### src/rtl/srs_pkg.sv
package srs_pkg;
  localparam int ADDR_W = 8;

  localparam logic [ADDR_W-1:0] A_MODE = 8'h00;
  localparam logic [ADDR_W-1:0] A_MUX  = 8'h01;
  localparam logic [ADDR_W-1:0] A_HDMI = 8'h02;
  localparam logic [ADDR_W-1:0] A_SW   = 8'h08;
  localparam logic [ADDR_W-1:0] A_RST  = 8'h80;
  localparam logic [ADDR_W-1:0] A_VER  = 8'hFF;

  // true when a write to this address may change state
  function automatic logic addr_writable(input logic [ADDR_W-1:0] a);
    return (a == A_MODE) || (a == A_MUX) || (a == A_HDMI) || (a == A_RST);
  endfunction

  // a write to the reset word with bit 0 set requests a pulse
  function automatic logic pulse_request(input logic [ADDR_W-1:0] a, input logic b0);
    return (a == A_RST) && b0;
  endfunction
endpackage

### src/rtl/srs_sync.sv
module srs_sync #(
  parameter int         W      = 3,
  parameter int         STAGES = 2,
  parameter logic [W-1:0] INIT = '0
) (
  input  logic         clk,
  input  logic         rst_n,
  input  logic [W-1:0] d,
  output logic [W-1:0] q
);
  logic [W-1:0] st [STAGES];

  for (genvar g = 0; g < STAGES; g++) begin : g_stage
    if (g == 0) begin : g_first
      always_ff @(posedge clk or negedge rst_n)
        if (!rst_n) st[g] <= INIT;
        else        st[g] <= d;
    end else begin : g_next
      always_ff @(posedge clk or negedge rst_n)
        if (!rst_n) st[g] <= INIT;
        else        st[g] <= st[g-1];
    end
  end

  assign q = st[STAGES-1];
endmodule

### src/rtl/srs_frame.sv
module srs_frame #(
  parameter int DATA_W = 32,
  parameter int ADDR_W = 8,
  localparam int HIST_W = DATA_W + ADDR_W
) (
  input  logic              clk,
  input  logic              rst_n,
  input  logic              sclk_s,
  input  logic              mosi_s,
  input  logic              stb_s,
  output logic              sclk_rise,
  output logic              sclk_fall,
  output logic              wr_ev,
  output logic              rd_ev,
  output logic              tx_load,
  output logic              tx_shift,
  output logic [HIST_W-1:0] hist
);
  logic sclk_q;
  logic rd_pend;

  assign sclk_rise = sclk_s & ~sclk_q;
  assign sclk_fall = ~sclk_s & sclk_q;
  assign wr_ev     = sclk_rise & ~stb_s & mosi_s;
  assign rd_ev     = sclk_rise & ~stb_s & ~mosi_s;
  assign tx_load   = sclk_fall & rd_pend;
  assign tx_shift  = sclk_fall & ~rd_pend;

  always_ff @(posedge clk or negedge rst_n) begin
    if (!rst_n) begin
      sclk_q  <= 1'b0;
      hist    <= '0;
      rd_pend <= 1'b0;
    end else begin
      sclk_q <= sclk_s;
      if (sclk_rise && stb_s) hist <= {hist[HIST_W-2:0], mosi_s};
      if (rd_ev)        rd_pend <= 1'b1;
      else if (tx_load) rd_pend <= 1'b0;
    end
  end
endmodule

### src/rtl/srs_regfile.sv
module srs_regfile
  import srs_pkg::*;
#(
  parameter int          DATA_W     = 32,
  parameter logic [31:0] VERSION    = 32'h0001_0000,
  parameter int          RST_CYCLES = 16,
  localparam int CNT_W = $clog2(RST_CYCLES + 1)
) (
  input  logic              clk,
  input  logic              rst_n,
  input  logic              wr_ev,
  input  logic [ADDR_W-1:0] addr,
  input  logic [DATA_W-1:0] wdata,
  input  logic [DATA_W-1:0] sw_i,
  output logic [DATA_W-1:0] rdata,
  output logic [DATA_W-1:0] mode_o,
  output logic [DATA_W-1:0] mux_o,
  output logic [DATA_W-1:0] hdmi_o,
  output logic [DATA_W-1:0] rst_word,
  output logic              sys_rst_o
);
  logic [CNT_W-1:0] rst_cnt;
  logic             wr_ok;

  assign wr_ok     = wr_ev && addr_writable(addr);
  assign sys_rst_o = (rst_cnt != '0);

  always_comb begin
    case (addr)
      A_MODE:  rdata = mode_o;
      A_MUX:   rdata = mux_o;
      A_HDMI:  rdata = hdmi_o;
      A_SW:    rdata = sw_i;
      A_RST:   rdata = rst_word;
      A_VER:   rdata = DATA_W'(VERSION);
      default: rdata = '0;
    endcase
  end

  always_ff @(posedge clk or negedge rst_n) begin
    if (!rst_n) begin
      mode_o   <= '0;
      mux_o    <= '0;
      hdmi_o   <= '0;
      rst_word <= '0;
      rst_cnt  <= '0;
    end else begin
      if (wr_ok && addr == A_MODE) mode_o <= wdata;
      if (wr_ok && addr == A_MUX)  mux_o  <= wdata;
      if (wr_ok && addr == A_HDMI) hdmi_o <= wdata;

      if (wr_ok && addr == A_RST)   rst_word <= wdata;
      else if (rst_cnt == CNT_W'(1)) rst_word <= '0;

      if (wr_ok && pulse_request(addr, wdata[0])) rst_cnt <= CNT_W'(RST_CYCLES);
      else if (rst_cnt != '0)                     rst_cnt <= rst_cnt - CNT_W'(1);
    end
  end
endmodule

### src/rtl/srs_txshift.sv
module srs_txshift #(
  parameter int DATA_W = 32
) (
  input  logic              clk,
  input  logic              rst_n,
  input  logic              load,
  input  logic              shift,
  input  logic [DATA_W-1:0] ldata,
  output logic              miso_o
);
  logic [DATA_W-1:0] sh;

  always_ff @(posedge clk or negedge rst_n) begin
    if (!rst_n)     sh <= '0;
    else if (load)  sh <= ldata;
    else if (shift) sh <= {sh[DATA_W-2:0], 1'b0};
  end

  assign miso_o = sh[DATA_W-1];
endmodule

### src/rtl/strobe_reg_slave.sv
module strobe_reg_slave
  import srs_pkg::*;
#(
  parameter int          DATA_W      = 32,
  parameter int          SYNC_STAGES = 2,
  parameter logic [31:0] VERSION     = 32'h0001_0000,
  parameter int          RST_CYCLES  = 16,
  localparam int HIST_W = DATA_W + ADDR_W
) (
  input  logic              clk,
  input  logic              rst_n,
  input  logic              sclk_i,
  input  logic              stb_n_i,
  input  logic              mosi_i,
  output logic              miso_o,
  input  logic [DATA_W-1:0] sw_i,
  output logic [DATA_W-1:0] mode_o,
  output logic [DATA_W-1:0] mux_o,
  output logic [DATA_W-1:0] hdmi_o,
  output logic              sys_rst_o
);
  logic              sclk_s, stb_s, mosi_s;
  logic              sclk_rise, sclk_fall;
  logic              wr_ev, rd_ev, tx_load, tx_shift;
  logic [HIST_W-1:0] hist;
  logic [DATA_W-1:0] rdata, rst_word;

  srs_sync #(.W(3), .STAGES(SYNC_STAGES), .INIT(3'b010)) u_sync (
    .clk(clk), .rst_n(rst_n),
    .d({sclk_i, stb_n_i, mosi_i}),
    .q({sclk_s, stb_s, mosi_s})
  );

  srs_frame #(.DATA_W(DATA_W), .ADDR_W(ADDR_W)) u_frame (
    .clk(clk), .rst_n(rst_n),
    .sclk_s(sclk_s), .mosi_s(mosi_s), .stb_s(stb_s),
    .sclk_rise(sclk_rise), .sclk_fall(sclk_fall),
    .wr_ev(wr_ev), .rd_ev(rd_ev),
    .tx_load(tx_load), .tx_shift(tx_shift),
    .hist(hist)
  );

  srs_regfile #(.DATA_W(DATA_W), .VERSION(VERSION), .RST_CYCLES(RST_CYCLES)) u_regs (
    .clk(clk), .rst_n(rst_n),
    .wr_ev(wr_ev),
    .addr(hist[ADDR_W-1:0]),
    .wdata(hist[HIST_W-1:ADDR_W]),
    .sw_i(sw_i),
    .rdata(rdata),
    .mode_o(mode_o), .mux_o(mux_o), .hdmi_o(hdmi_o),
    .rst_word(rst_word),
    .sys_rst_o(sys_rst_o)
  );

  srs_txshift #(.DATA_W(DATA_W)) u_tx (
    .clk(clk), .rst_n(rst_n),
    .load(tx_load), .shift(tx_shift),
    .ldata(rdata),
    .miso_o(miso_o)
  );
endmodule

### config.mk
export PLATFORM = sky130hd
export DESIGN_NAME = strobe_reg_slave
export DESIGN_NICKNAME = d
export VERILOG_FILES = /design/src/rtl/srs_pkg.sv /design/src/rtl/srs_sync.sv /design/src/rtl/srs_frame.sv /design/src/rtl/srs_regfile.sv /design/src/rtl/srs_txshift.sv /design/src/rtl/strobe_reg_slave.sv
export SDC_FILE = /design/constraint.sdc
export NUM_CORES = 1
export LEC_CHECK = 0
export ABC_AREA = 1
export BUFFER_PORTS_ARGS = -buffer_cell sky130_fd_sc_hd__buf_2
export CAP_MARGIN = 40
export CORE_MARGIN = 8
export CORE_UTILIZATION = 60
export DETAILED_ROUTE_END_ITERATION = 10
export PLACE_DENSITY = 0.8
export SKIP_CTS_REPAIR_TIMING = 1
export SLEW_MARGIN = 0
export SYNTH_ARGS = -nofsm -noshare
export SYNTH_HDL_FRONTEND = slang
export SYNTH_SLANG_ARGS = --single-unit
### constraint.sdc
create_clock -name clk -period 2.75 [get_ports clk]
set_clock_uncertainty 0.05 [all_clocks]
set_input_delay 0.6875 -clock clk [delete_from_list [all_inputs] [get_ports clk]]
set_output_delay 0.6875 -clock clk [all_outputs]
set_load 0.02 [all_outputs]
==> flow_summary.json, run 1 <==
{
  "worstSkewPairLatency_ps": 490,
  "ir_worst_vdd_v": 0.000464,
  "route.detailed.vias_per_inst": 5.53,
  "tritoncts": "done",
  "remaining_drc_errors": 0,
  "drt-wirelength-per-cell_um": 16.9,
  "post_route_cells_drive_above_1_share_pct": 16.8,
  "cts-buffers-inserted": 22,
  "crit_path_max_fanout": 5,
  "grt_pass1_vias": 8613,
  "clkSinkCount": 213,
  "post-route-period-util_pct": 94.4,
  "gp_congestion": 0.887,
  "insertedDiodeCount": 0,
  "antenna_violating_nets_post_route": 0,
  "power_density_nw_per_um2": 707,
  "ctsRootBufferMaster": "clkbuf_16",
  "row_count": 47,
  "post-layout-total-power_uw": 8120,
  "finalCriticalPeriod_ps": 2600,
  "final_net_count": 1412,
  "die_h_um": 145,
  "antenna_found_initial": 0,
  "maximum_number_of_pins_on_one_net_before_global_route_repair": 69,
  "relative_area_change_from_synthesis_to_final_layout_pct": 15.4,
  "timing.critical_path.arrival_ps": 1860,
  "io_pins": 135,
  "global_route_wire_length_before_repair_um": 44500,
  "routed-via-count": 8881,
  "h_tree_depth": 1,
  "coreArea_um2": 16400,
  "ys.warnings.count": 0,
  "yosys_reg_bits": 213,
  "maxCapViolCount": 0,
  "final-max-slew-violation-count": 0,
  "maxClockFrequency_mhz": 385,
  "result_of_the_run": "completed",
  "hold_violations": 0,
  "timing.critical_path.required_ps": 2010,
  "fillCellCount": 1298,
  "setup-violations-final": 0,
  "net_count_of_the_mapped_netlist": 1291,
  "first_pass_iters": 5,
  "timing.setup.critical_path_class": "register to output pin",
  "max-clock-path-buffers": 3,
  "drtIter0Drc": 796,
  "multi_input_comb_area_um2": 3670,
  "reg2reg_depth": 7,
  "grt.total_usage_pct": 26.7,
  "grt_remaining_overflow": 0,
  "worst_pin_slew_ps": 826,
  "clk_pin_slew_worst_paths_ps": 60,
  "area.sequential_um2": 5330,
  "hpwl_um": 18200,
  "synth_cell_types": 30,
  "synth-async-reset-ratio_pct": 100,
  "setup-tns-final_ps": 0,
  "drt_wl_total_um": 27200,
  "die_ar_um2": 21000,
  "power_leakage_uw": 0.00588,
  "critical_path.startpoint_type": "register",
  "synthCells": 1252,
  "initial_utilization_pct": 60.7,
  "syn-cell-area_um2": 9950,
  "end_kind": "output pin",
  "grt_setup_unrepaired": "no",
  "worst_hold_path_type": "primary input to async pin",
  "dieWidth_um": 145,
  "slew-limit-headroom_pct": 44.7,
  "synth.avg_cell_area_um2": 7.95,
  "seq_area_frac_synth_pct": 53.6,
  "ys_dominant_reg_cell": "dfrtp_1",
  "buffer_ports.inserted": 134,
  "synth_edf_count": 0
}
synthesized netlist by cell type, types with 2 or more instances:
library cell,count,share of area (%)
a21oi_1,52,2.6
a21oi_2,10,0.88
buf_1,3,0.11
buf_2,32,1.6
buf_4,4,0.30
buf_6,8,0.91
clkbuf_1,24,0.91
dfrtp_1,211,53
dfstp_2,2,0.53
ha_1,2,0.25
inv_1,150,5.7
inv_2,5,0.19
nand2_1,351,13
nand2_2,4,0.25
nand3_1,68,3.4
nand4_1,3,0.19
nor2_1,102,3.8
nor2_2,4,0.25
nor2_4,4,0.45
o21ai_0,131,6.6
o21ai_1,42,2.1
o22ai_1,32,2.0
worst max-delay path: stages (launching register included):
cell and delay [ps]:
dfrtp_1 410, inv_1 110, ha_1 190, inv_1 70
nor3_2 320, inv_1 90, buf_2 170
layout make-up:
cell class	count	share of cell area, %
Tap cell	220	2.40
Inverter	155	5.06
Sequential cell	213	46.4
Clock buffer	35	5.66
Clock inverter	2	0.120
Timing Repair Buffer	169	8.42
Multi-Input combinational cell	812	31.9
final timing paths:
| check | start | to | slack [ps] |
|---|---|---|---|
| hold reg to reg | u_sync.st[4]$_DFF_PN1_ | u_sync.q[1]$_DFF_PN1_ | 300 |
| min in group clk | stb_n_i | u_sync.st[4]$_DFF_PN1_ | 240 |
| max in group asynchronous | rst_n | u_regs.mux_o[15]$_DFFE_PN0P_ | 1770 |
| setup reg to reg | u_frame.hist[7]$_DFFE_PN0P_ | u_regs.mux_o[20]$_DFFE_PN0P_ | 240 |
| hold / removal | rst_n | u_regs.rst_cnt[0]$_DFFE_PN0P_ | 130 |
| setup / recovery | u_regs.rst_cnt[0]$_DFFE_PN0P_ | sys_rst_o | 150 |
layer usage:
layer	part of all wire [%]	GRT usage, %	vias up
li1	-	-	4196
met2	48	43.7	353
met5	0	0	-
met4	1.6	6.02	0
met1	43	36.7	4300
met3	8.3	4.10	32
cells by family after synthesis:
group,after synthesis,share of synthesized area (%)
AOI/OAI and AO/OA,270,14.4
buffers and inverters,227,9.73
muxes,1,0.113
and+or+nand+nor,538,21.8
xor gates and xnor gates,1,0.0880
adders and majority gates,2,0.251
DFF,213,53.6
layout by cell type (no fill, tap or decap):
cell type / n
a21oi_1: 52
a21oi_2: 10
buf_12: 2
buf_2: 133
buf_4: 33
clkbuf_1: 9
clkbuf_16: 23
clkbuf_8: 4
clkinv_2: 1
clkinv_4: 1
dfrtp_1: 211
dfstp_2: 2
ha_1: 2
inv_1: 150
inv_2: 5
mux2_2: 1
nand2_1: 351
nand2_2: 4
nand2_4: 1
nand3_1: 67
nand3_2: 1
nand4_1: 3
nor2_1: 100
nor2_2: 6
nor2_4: 4
nor3_2: 1
o211ai_1: 1
o21ai_0: 131
o21ai_1: 42
o21ai_2: 1
o22ai_1: 32
o31ai_1: 1
xor2_1: 1
power by group:
| part | switching [uW] | total [uW] | internal, uW |
|---|---|---|---|
| clock network | 1170 | 2780 | 1610 |
| logic | 1260 | 1730 | 470 |
| registers | 216 | 3600 | 3390 |
metrics by stage:
stage | utilization (%) | worst slack, ps | cells | cell area [um^2] | hold WS, ps
finish | 70.0 | 153 | 1606 | 11500 | 131
global route | 70.0 | 48.0 | 1606 | 11500 | 158
CTS | 70.0 | 17.6 | 1606 | 11500 | 142
detailed placement | 65.9 | 288 | 1569 | 10800 | 286
global placement | 65.9 | 423 | 1569 | 10800 | 285
floorplan | - | 789 | 1252 | 9950 | 281
sequential cells by signal (all words and copies together), names as in the netlist, 5 cells and up:
name,cells
u_frame.hist,40
u_regs.hdmi_o,32
u_regs.mode_o,32
u_regs.mux_o,32
u_regs.rst_word,32
u_tx.sh,32
u_regs.rst_cnt,5
Power figures use the tool's default switching activity.
==> run 2, diff against run 1 <==
--- a/config.mk
+++ b/config.mk
@@ -12,6 +12,7 @@
 export CORE_UTILIZATION = 60
 export DETAILED_ROUTE_END_ITERATION = 10
 export PLACE_DENSITY = 0.8
+export RECOVER_POWER = 25
 export SKIP_CTS_REPAIR_TIMING = 1
 export SLEW_MARGIN = 0
 export SYNTH_ARGS = -nofsm -noshare
==> run 2 against run 1 <==
  * The run now ends with capacitance limit, slew limit left
  * Largest power group unchanged
  * Critical endpoint unchanged
  * Critical path depth is the same
  * Non-clock buffer count is the same
  * Largest cell class unchanged
  * Highest routed layer unchanged
  * Total power hardly changed
  * Cell count unchanged
==> flow_summary.json, run 2 (synthesis results as in run 1) <==
{
  "result_of_the_run": "finished with violations",
  "violations": "capacitance limit, slew limit",
  "clkSinkCount": 213,
  "insertedDiodeCount": 0,
  "setup-tns-final_ps": 0,
  "slew-limit-headroom_pct": -9.42,
  "worstSkewPairLatency_ps": 490,
  "end_kind": "output pin",
  "coreArea_um2": 16400,
  "post-route-period-util_pct": 94.5,
  "grt_pass1_vias": 8613,
  "worst_hold_path_type": "primary input to register",
  "multi_input_comb_area_um2": 3670,
  "hold_violations": 0,
  "hpwl_um": 18200,
  "global_route_wire_length_before_repair_um": 44500,
  "finalInstanceArea_um2": 11500,
  "crit-reg2reg-capture": "u_regs.mux_o[20]$_DFFE_PN0P_",
  "layout_commonest_cell": "nand2_1",
  "ctsRootBufferMaster": "clkbuf_16",
  "io_pins": 135,
  "h_tree_depth": 1,
  "finalCriticalPeriod_ps": 2600,
  "clk_pin_slew_worst_paths_ps": 60,
  "antenna_violating_nets_post_route": 0,
  "ir_worst_vdd_v": 0.000465,
  "final_net_count": 1412,
  "post-layout-total-power_uw": 8120,
  "remaining_drc_errors": 0,
  "drtIter0Drc": 693,
  "r2r_setup_slack_ps": 230,
  "tritoncts": "done",
  "critical_path.startpoint_type": "register",
  "drt_wl_total_um": 27200,
  "power_density_nw_per_um2": 708,
  "crit_path_max_fanout": 5,
  "timing.critical_path.required_ps": 2010,
  "grt_remaining_overflow": 0,
  "grt_setup_unrepaired": "no",
  "dieWidth_um": 145,
  "timing.setup.critical_path_class": "register to output pin",
  "maximum_number_of_pins_on_one_net_before_global_route_repair": 69,
  "regToRegStartpoint": "u_frame.hist[7]$_DFFE_PN0P_",
  "largest_register_ff_count": 40,
  "worst_pin_slew_ps": 1640,
  "critical_path.endpoint": "sys_rst_o",
  "cts-buffers-inserted": 22,
  "die_h_um": 145,
  "grt.total_usage_pct": 26.7,
  "maxCapViolCount": 1,
  "regMostFlops": "u_frame.hist",
  "reg2reg_depth": 7,
  "route.detailed.vias_per_inst": 5.52,
  "die_ar_um2": 21000,
  "antenna_found_initial": 0,
  "setup-violations-final": 0,
  "buffer_ports.inserted": 134,
  "post_dp_cell_area_um2": 10800,
  "fillCellCount": 1303,
  "post_route_cells_drive_above_1_share_pct": 16.6,
  "initial_utilization_pct": 60.7,
  "maxClockFrequency_mhz": 385,
  "gp_congestion": 0.887,
  "power_leakage_uw": 0.00586,
  "relative_area_change_from_synthesis_to_final_layout_pct": 15.2,
  "timing.critical_path.from": "u_regs.rst_cnt[0]$_DFFE_PN0P_",
  "routed-via-count": 8863,
  "layout_common_cells": "nand2_1, dfrtp_1, inv_1, buf_2, o21ai_0",
  "final-max-slew-violation-count": 64,
  "max-clock-path-buffers": 3,
  "area.sequential_um2": 5330,
  "first_pass_iters": 5,
  "row_count": 47,
  "timing.critical_path.arrival_ps": 1860,
  "drt-wirelength-per-cell_um": 16.9
}
-- run 2: cell types whose count changed in the layout (fill, tap and decap cells not counted), sizes merged --
cell / before / now
clkbuf: 36 / 41
buf: 168 / 163
-- run 2: worst min path at each step --
stage                           start  slack (ps)                       endpoint  cells after the start
3_5_place_dp   u_sync.st[5]$_DFF_PN0_         290          u_sync.q[2]$_DFF_PN0_                      0
4_1_cts                         rst_n         140  u_regs.rst_cnt[0]$_DFFE_PN0P_                      1
5_1_grt                       stb_n_i         230         u_sync.st[4]$_DFF_PN1_                      1
6_report                      stb_n_i         240         u_sync.st[4]$_DFF_PN1_                      1
3_3_place_gp   u_sync.st[3]$_DFF_PN0_         290          u_sync.q[0]$_DFF_PN0_                      0
2_1_floorplan  u_sync.st[3]$_DFF_PN0_         280          u_sync.q[0]$_DFF_PN0_                      0
-- run 2: where the power goes --
group,internal (uW),switching (uW)
registers,3390,214
logic,467,1270
clock network,1610,1170
total,5470,2650
-- run 2: layout make-up --
class,count,area share (%)
Sequential cell,213,46.5
Multi-Input combinational cell,812,32.0
Timing Repair Buffer,169,8.22
Clock buffer,35,5.68
Inverter,155,5.07
Tap cell,220,2.40
Clock inverter,2,0.120
-- run 2: routing by layer --
layer	GRT usage [%]	vias up	part of all wire, %
li1	-	4196	-
met1	36.7	4289	43
met2	43.7	343	48
met3	4.10	35	7.7
met4	6.02	0	1.7
met5	0	-	0
-- run 2: worst max-delay path, stage by stage, from the launching register on --
cell and delay, ps:
dfrtp_1 410, inv_1 110, ha_1 190, inv_1 70, nor3_2 320, inv_1 90
buf_2 170
-- run 2: metrics by stage --
stage	worst slack (ps)	instances	hold WS [ps]	util, %
6_report	152	1606	244	69.9
5_1_grt	48.0	1606	232	69.9
4_1_cts	17.6	1606	142	70.0
3_5_place_dp	288	1569	286	65.9
3_3_place_gp	423	1569	285	65.9
2_1_floorplan	789	1252	281	-
